===== src/rtl/ws_pkg.sv =====
package ws_pkg;

    localparam int unsigned WS_NUM_WARPS   = 48;
    localparam int unsigned WS_BUSY_CYCLES = 4;

    // what an accepted issue does to a slot
    typedef enum logic [1:0] {
        ACT_NONE  = 2'd0,
        ACT_PLAIN = 2'd1,
        ACT_MEM   = 2'd2,
        ACT_EXIT  = 2'd3
    } ws_act_e;

    typedef struct packed {
        logic resident;
        logic stalled;
    } ws_flags_t;

    function automatic ws_act_e ws_decode_act(input logic take,
                                              input logic mem,
                                              input logic fin);
        if (!take) return ACT_NONE;
        if (fin)   return ACT_EXIT;
        if (mem)   return ACT_MEM;
        return ACT_PLAIN;
    endfunction

endpackage


===== src/rtl/ws_slot.sv =====
module ws_slot
    import ws_pkg::*;
#(
    parameter int unsigned BUSY = WS_BUSY_CYCLES,
    localparam int unsigned BW  = (BUSY > 1) ? $clog2(BUSY) : 1
) (
    input  logic    clk,
    input  logic    rst,
    input  logic    launch_hit,
    input  logic    wake,
    input  ws_act_e act,
    output logic    ready,
    output logic    stalled
);

    ws_flags_t       flags_q;
    logic [BW-1:0]   busy_q;

    always_ff @(posedge clk) begin
        if (rst) begin
            flags_q <= '0;
            busy_q  <= '0;
        end else begin
            case (act)
                ACT_EXIT: begin
                    flags_q <= '0;
                    busy_q  <= '0;
                end
                ACT_MEM: begin
                    flags_q.stalled <= 1'b1;
                    busy_q          <= BW'(BUSY - 1);
                end
                ACT_PLAIN: begin
                    busy_q <= BW'(BUSY - 1);
                end
                default: begin
                    if (launch_hit && !flags_q.resident) begin
                        flags_q.resident <= 1'b1;
                        flags_q.stalled  <= 1'b0;
                        busy_q           <= '0;
                    end else begin
                        if (busy_q != '0) busy_q <= busy_q - 1'b1;
                        if (wake) flags_q.stalled <= 1'b0;
                    end
                end
            endcase
        end
    end

    assign ready   = flags_q.resident && !flags_q.stalled && (busy_q == '0);
    assign stalled = flags_q.stalled;

endmodule


===== src/rtl/ws_rr_pick.sv =====
module ws_rr_pick #(
    parameter int unsigned NW  = 48,
    localparam int unsigned WW = $clog2(NW)
) (
    input  logic [NW-1:0] req,
    input  logic [WW-1:0] start,
    output logic          found,
    output logic [WW-1:0] idx
);

    // scan downward so that the nearest hit to start is written last
    always_comb begin
        int          pos;
        logic [WW-1:0] pw;
        found = 1'b0;
        idx   = '0;
        pos   = 0;
        pw    = '0;
        for (int k = NW - 1; k >= 0; k--) begin
            pos = int'(start) + k;
            if (pos >= int'(NW)) pos = pos - int'(NW);
            pw = WW'(pos);
            if (req[pw]) begin
                found = 1'b1;
                idx   = pw;
            end
        end
    end

endmodule


===== src/rtl/warp_issue_sched.sv =====
module warp_issue_sched
    import ws_pkg::*;
#(
    parameter int unsigned NUM_WARPS   = WS_NUM_WARPS,
    parameter int unsigned BUSY_CYCLES = WS_BUSY_CYCLES,
    localparam int unsigned WID_W      = $clog2(NUM_WARPS)
) (
    input  logic             clk,
    input  logic             rst,
    input  logic             launch_vld,
    input  logic [WID_W-1:0] launch_wid,
    input  logic             mem_done_vld,
    input  logic [WID_W-1:0] mem_done_wid,
    output logic             iss0_vld,
    output logic [WID_W-1:0] iss0_wid,
    input  logic             iss0_acc,
    input  logic             iss0_mem,
    input  logic             iss0_exit,
    output logic             iss1_vld,
    output logic [WID_W-1:0] iss1_wid,
    input  logic             iss1_acc,
    input  logic             iss1_mem,
    input  logic             iss1_exit
);

    function automatic logic [WID_W-1:0] wrap_inc(input logic [WID_W-1:0] w);
        return (int'(w) >= int'(NUM_WARPS) - 1) ? '0 : w + 1'b1;
    endfunction

    logic [NUM_WARPS-1:0] ready_vec;
    logic [NUM_WARPS-1:0] stall_vec;
    logic [NUM_WARPS-1:0] ready_rest;
    logic [WID_W-1:0]     ptr_q;
    logic [WID_W-1:0]     start1;
    logic                 found0, found1;
    logic [WID_W-1:0]     pick0, pick1;
    logic                 take0, take1;
    ws_act_e              act0, act1;

    // first pick from the rotating pointer
    ws_rr_pick #(.NW(NUM_WARPS)) u_pick0 (
        .req   (ready_vec),
        .start (ptr_q),
        .found (found0),
        .idx   (pick0)
    );

    // second pick starts after the first and excludes it
    assign ready_rest = ready_vec & ~(NUM_WARPS'(1) << pick0);
    assign start1     = wrap_inc(pick0);

    ws_rr_pick #(.NW(NUM_WARPS)) u_pick1 (
        .req   (ready_rest),
        .start (start1),
        .found (found1),
        .idx   (pick1)
    );

    assign iss0_vld = found0;
    assign iss0_wid = pick0;
    assign iss1_vld = found0 && found1;
    assign iss1_wid = pick1;

    assign take0 = iss0_vld && iss0_acc;
    assign take1 = iss1_vld && iss1_acc;
    assign act0  = ws_decode_act(take0, iss0_mem, iss0_exit);
    assign act1  = ws_decode_act(take1, iss1_mem, iss1_exit);

    for (genvar i = 0; i < NUM_WARPS; i++) begin : g_slot
        ws_act_e slot_act;
        logic    hit0, hit1;

        assign hit0 = take0 && (iss0_wid == WID_W'(i));
        assign hit1 = take1 && (iss1_wid == WID_W'(i));

        always_comb begin
            if (hit0)      slot_act = act0;
            else if (hit1) slot_act = act1;
            else           slot_act = ACT_NONE;
        end

        ws_slot #(.BUSY(BUSY_CYCLES)) u_slot (
            .clk        (clk),
            .rst        (rst),
            .launch_hit (launch_vld && (launch_wid == WID_W'(i))),
            .wake       (mem_done_vld && (mem_done_wid == WID_W'(i))),
            .act        (slot_act),
            .ready      (ready_vec[i]),
            .stalled    (stall_vec[i])
        );
    end

    always_ff @(posedge clk) begin
        if (rst) begin
            ptr_q <= '0;
        end else if (take1) begin
            ptr_q <= wrap_inc(iss1_wid);
        end else if (take0) begin
            ptr_q <= wrap_inc(iss0_wid);
        end
    end

endmodule


===== config.mk =====
export PLATFORM = sky130hd
export DESIGN_NAME = warp_issue_sched
export DESIGN_NICKNAME = d
export VERILOG_FILES = /design/src/rtl/ws_pkg.sv /design/src/rtl/ws_slot.sv /design/src/rtl/ws_rr_pick.sv /design/src/rtl/warp_issue_sched.sv
export SDC_FILE = /design/constraint.sdc
export NUM_CORES = 2
export LEC_CHECK = 0
export ABC_AREA = 1
export ABC_CLOCK_PERIOD_IN_PS = 25700
export BUFFER_PORTS_ARGS = -buffer_cell sky130_fd_sc_hd__clkbuf_2
export CORE_MARGIN = 2
export CORE_UTILIZATION = 60
export CTS_BUF_LIST = sky130_fd_sc_hd__clkbuf_4 sky130_fd_sc_hd__clkbuf_8
export CTS_CLUSTER_SIZE = 40
export DETAILED_ROUTE_END_ITERATION = 10
export PLACE_DENSITY = 0.87
export SYNTH_ARGS = -nofsm -noshare
export SYNTH_HDL_FRONTEND = slang
export SYNTH_HIERARCHICAL = 1
export SYNTH_SLANG_ARGS = --single-unit
export TNS_END_PERCENT = 30

===== constraint.sdc =====
create_clock -name clk -period 25.7 [get_ports clk]
set_clock_uncertainty 0.1 [all_clocks]
set_input_delay 5.14 -clock clk [delete_from_list [all_inputs] [get_ports clk]]
set_output_delay 5.14 -clock clk [all_outputs]
set_load 0.02 [all_outputs]

==> results.json <==
{
  "seqCellArea_sq_mm": 0.00397,
  "dieArea_sq_mm": 0.0720,
  "synth_edf_count": 0,
  "core_area_sq_mm": 0.0689,
  "grt_max_degree": 84,
  "start_util_pct": 60.8,
  "gp_congestion": 1.18,
  "rsz0062_at_grt": "no",
  "reg2reg_to": "g_slot[34].u_slot/busy_q[1]$_SDFFE_PP0P_",
  "max_freq_mhz": 44.2,
  "cts_made_buffers": 17,
  "cts_max_level": 4,
  "fp.dieW_um": 268,
  "final_nets": 7704,
  "crit_required_ns": 20.46,
  "dr.pass1.iters": 9,
  "fin_cells": 8266,
  "timing.slew.headroom_pct": 4.83,
  "hold_class": "reg2reg",
  "drv_slew": 0,
  "crit_top_cell": "nand2_1",
  "dr.first_iter.drc_count": 7173,
  "path_clk_slew_ns": 0.11,
  "cts-hold-fix-buffers": 0,
  "grt_pass1_wl_um": 261000,
  "drive_gt1_share_pct": 10.1,
  "worstSetupPathType": "reg2out",
  "maxCapViolCount": 0,
  "root_buffer": "clkbuf_8",
  "post-route-drc-count": 0,
  "wire_per_inst_um": 21.4,
  "yosysUniqueCellTypes": 75,
  "final-setup-viol-count": 0,
  "grt_pass1_vias": 44900,
  "hold_depth": 2,
  "nFillCells": 6854,
  "synth_most_common_cell": "nand2_1",
  "numClockSinks": 198,
  "hold_start": "g_slot[41].u_slot/stalled$_SDFFE_PP0P_",
  "avgSynthCellArea_sq_um": 5.65,
  "synth_common_cells": "2,104 x nand2_1, 1,248 x inv_1, 672 x nand3_1",
  "ctsResizeCount": 0,
  "yosys-top-cells-area": "nand2_1 19%, inv_1 11%, ha_1 11%",
  "endpoint_kind": "output port",
  "finalCritPeriodShare_pct": 88.0,
  "fin_util_pct": 62.2,
  "dp.cells": 8233,
  "syn_inst": 7425,
  "cp-start-kind": "flop",
  "finalCriticalPeriod_ns": 22.62,
  "hold_end": "g_slot[41].u_slot/stalled$_SDFFE_PP0P_",
  "cpPeakStageDelay_ns": 1.07,
  "vias": 50100,
  "grt-ovfl-total": 0,
  "worst_r2r_path_depth": 147,
  "rows": 96,
  "synthesis.nets": 7808,
  "area_delta_synth_final_pct": 2.26,
  "multi_input_area_sq_mm": 0.0315,
  "final-hold-violation-count": 0,
  "antenna_found_initial": 7,
  "postCtsSetupBuffers": 0,
  "ios": 36,
  "routed_via_density": 6.06,
  "yosys_warnings": 6,
  "synth_top_area_cell": "nand2_1",
  "die_h_um": 268,
  "yosysSeqAreaShare_pct": 9.45,
  "synth_ff_type": "dfxtp_1",
  "clkLatencyLatePin_ns": 0.55,
  "wl_um": 177000,
  "crit_arrival_ns": 17.38,
  "status": "completed",
  "portBuffers": 35,
  "dp_hpwl_um": 137000,
  "worst_pin_slew_ns": 1.41,
  "cts_tree": "built",
  "tns_ns": 0,
  "synth_seq_cells": 198,
  "grt_util_all_layers_pct": 47.4,
  "synthArstFlopShare_pct": 0,
  "yosys.area.top_type_share_pct": 18.8,
  "r2r_slack_ns": 5.91,
  "clock_tree.buffer_depth": 2,
  "slowest_stage": "o21ai_0",
  "path_max_fanout": 35,
  "synth_area_sq_mm": 0.0419,
  "final_antenna_net_count": 0,
  "r2r_start": "ptr_q[1]$_SDFFE_PP0P_"
}
==> routing by layer <==
metal | track usage [%] | wire length [um] | up-vias
li1 | - | - | 23300
met1 | 59.0 | 66200 | 22400
met2 | 69.4 | 69900 | 3465
met3 | 15.4 | 26100 | 893
met4 | 32.1 | 14300 | 8
met5 | 0 | 53 | -
==> cell type report <==
type | count | share of cell area [%]
Clock inverter | 15 | 0.374
Tap cell | 931 | 2.72
Sequential cell | 198 | 9.25
Antenna cell | 1 | 0.00584
Clock buffer | 17 | 0.546
Timing Repair Buffer | 88 | 1.35
Multi-Input combinational cell | 5621 | 73.5
Inverter | 1395 | 12.3
==> cells by family (layout without fill, tap and decap cells) <==
kind of cell,after synthesis,count (layout),synth area share (%)
and+or+nand+nor,3731,3731,41.6
buffers and inverters,1606,1515,15.5
AOI/OAI and AO/OA,1438,1438,20.2
adders and majority gates,361,361,10.8
DFF,198,198,9.45
xor gates and xnor gates,82,82,2.22
muxes,9,9,0.218
other,0,1,0
==> registers in the layout (all words and copies together) (netlist names) <==
signal                 cells
g_slot.u_slot/busy_q      96
g_slot.u_slot/flags_q     48
g_slot.u_slot/stalled     48
ptr_q                      6
==> through the flow <==
step | setup slack, ns | instance area, sq um | hold slack, ns
global route | 1.90 | 42900 | 0.391
finish | 3.08 | 42900 | 0.374
global placement | 4.64 | 42500 | 0.355
detailed placement | 4.60 | 42500 | 0.356
CTS | 3.96 | 42900 | 0.374
floorplan | 8.03 | 41900 | 0.342
==> placed cells by master, fill, tap and decap left out, drive strengths merged, types with 2 or more instances in the layout <==
cell type	instances
o21ai	756
a21oi	308
xor2	82
a22oi	5
a211oi	53
a21o	14
o221ai	2
a31oi	52
a32o	6
o2111ai	6
nor2	683
nand2	2285
a221oi	2
nand3	679
nor4	12
o22ai	34
dfxtp	198
nand3b	4
clkbuf	51
clkinv	14
o21a	47
ha	361
o21bai	18
a21boi	35
buf	54
a211o	2
nor3	26
mux2i	8
or2	12
inv	1394
nand4	27
nor3b	2
o31ai	20
o211ai	73
==> worst max-delay path: cells and delay by family (launching register included) <==
| family | cells | cell delay (ns) |
|---|---|---|
| simple gates | 112 | 9.51 |
| buf+inv | 11 | 2.82 |
| compound gates | 7 | 2.64 |
| fa+ha+maj | 2 | 1.12 |
| flops | 1 | 0.67 |
==> worst max-delay path by stage <==
stage / depth (start not counted) / startpoint / slack (ns) / endpoint
global route: 136 / ptr_q[1]$_SDFFE_PP0P_ / 1.90 / iss1_wid[5]
floorplan: 145 / ptr_q[0]$_SDFFE_PP0P_ / 8.03 / iss1_wid[3]
CTS: 138 / ptr_q[2]$_SDFFE_PP0P_ / 3.96 / iss1_wid[3]
detailed placement: 138 / ptr_q[2]$_SDFFE_PP0P_ / 4.60 / iss1_wid[3]
global placement: 139 / ptr_q[1]$_SDFFE_PP0P_ / 4.64 / iss1_wid[3]
finish: 132 / ptr_q[1]$_SDFFE_PP0P_ / 3.08 / iss1_wid[4]
Power is not shown: default switching activity piles up to over one toggle a cycle in this logic, so the estimate is an artifact.
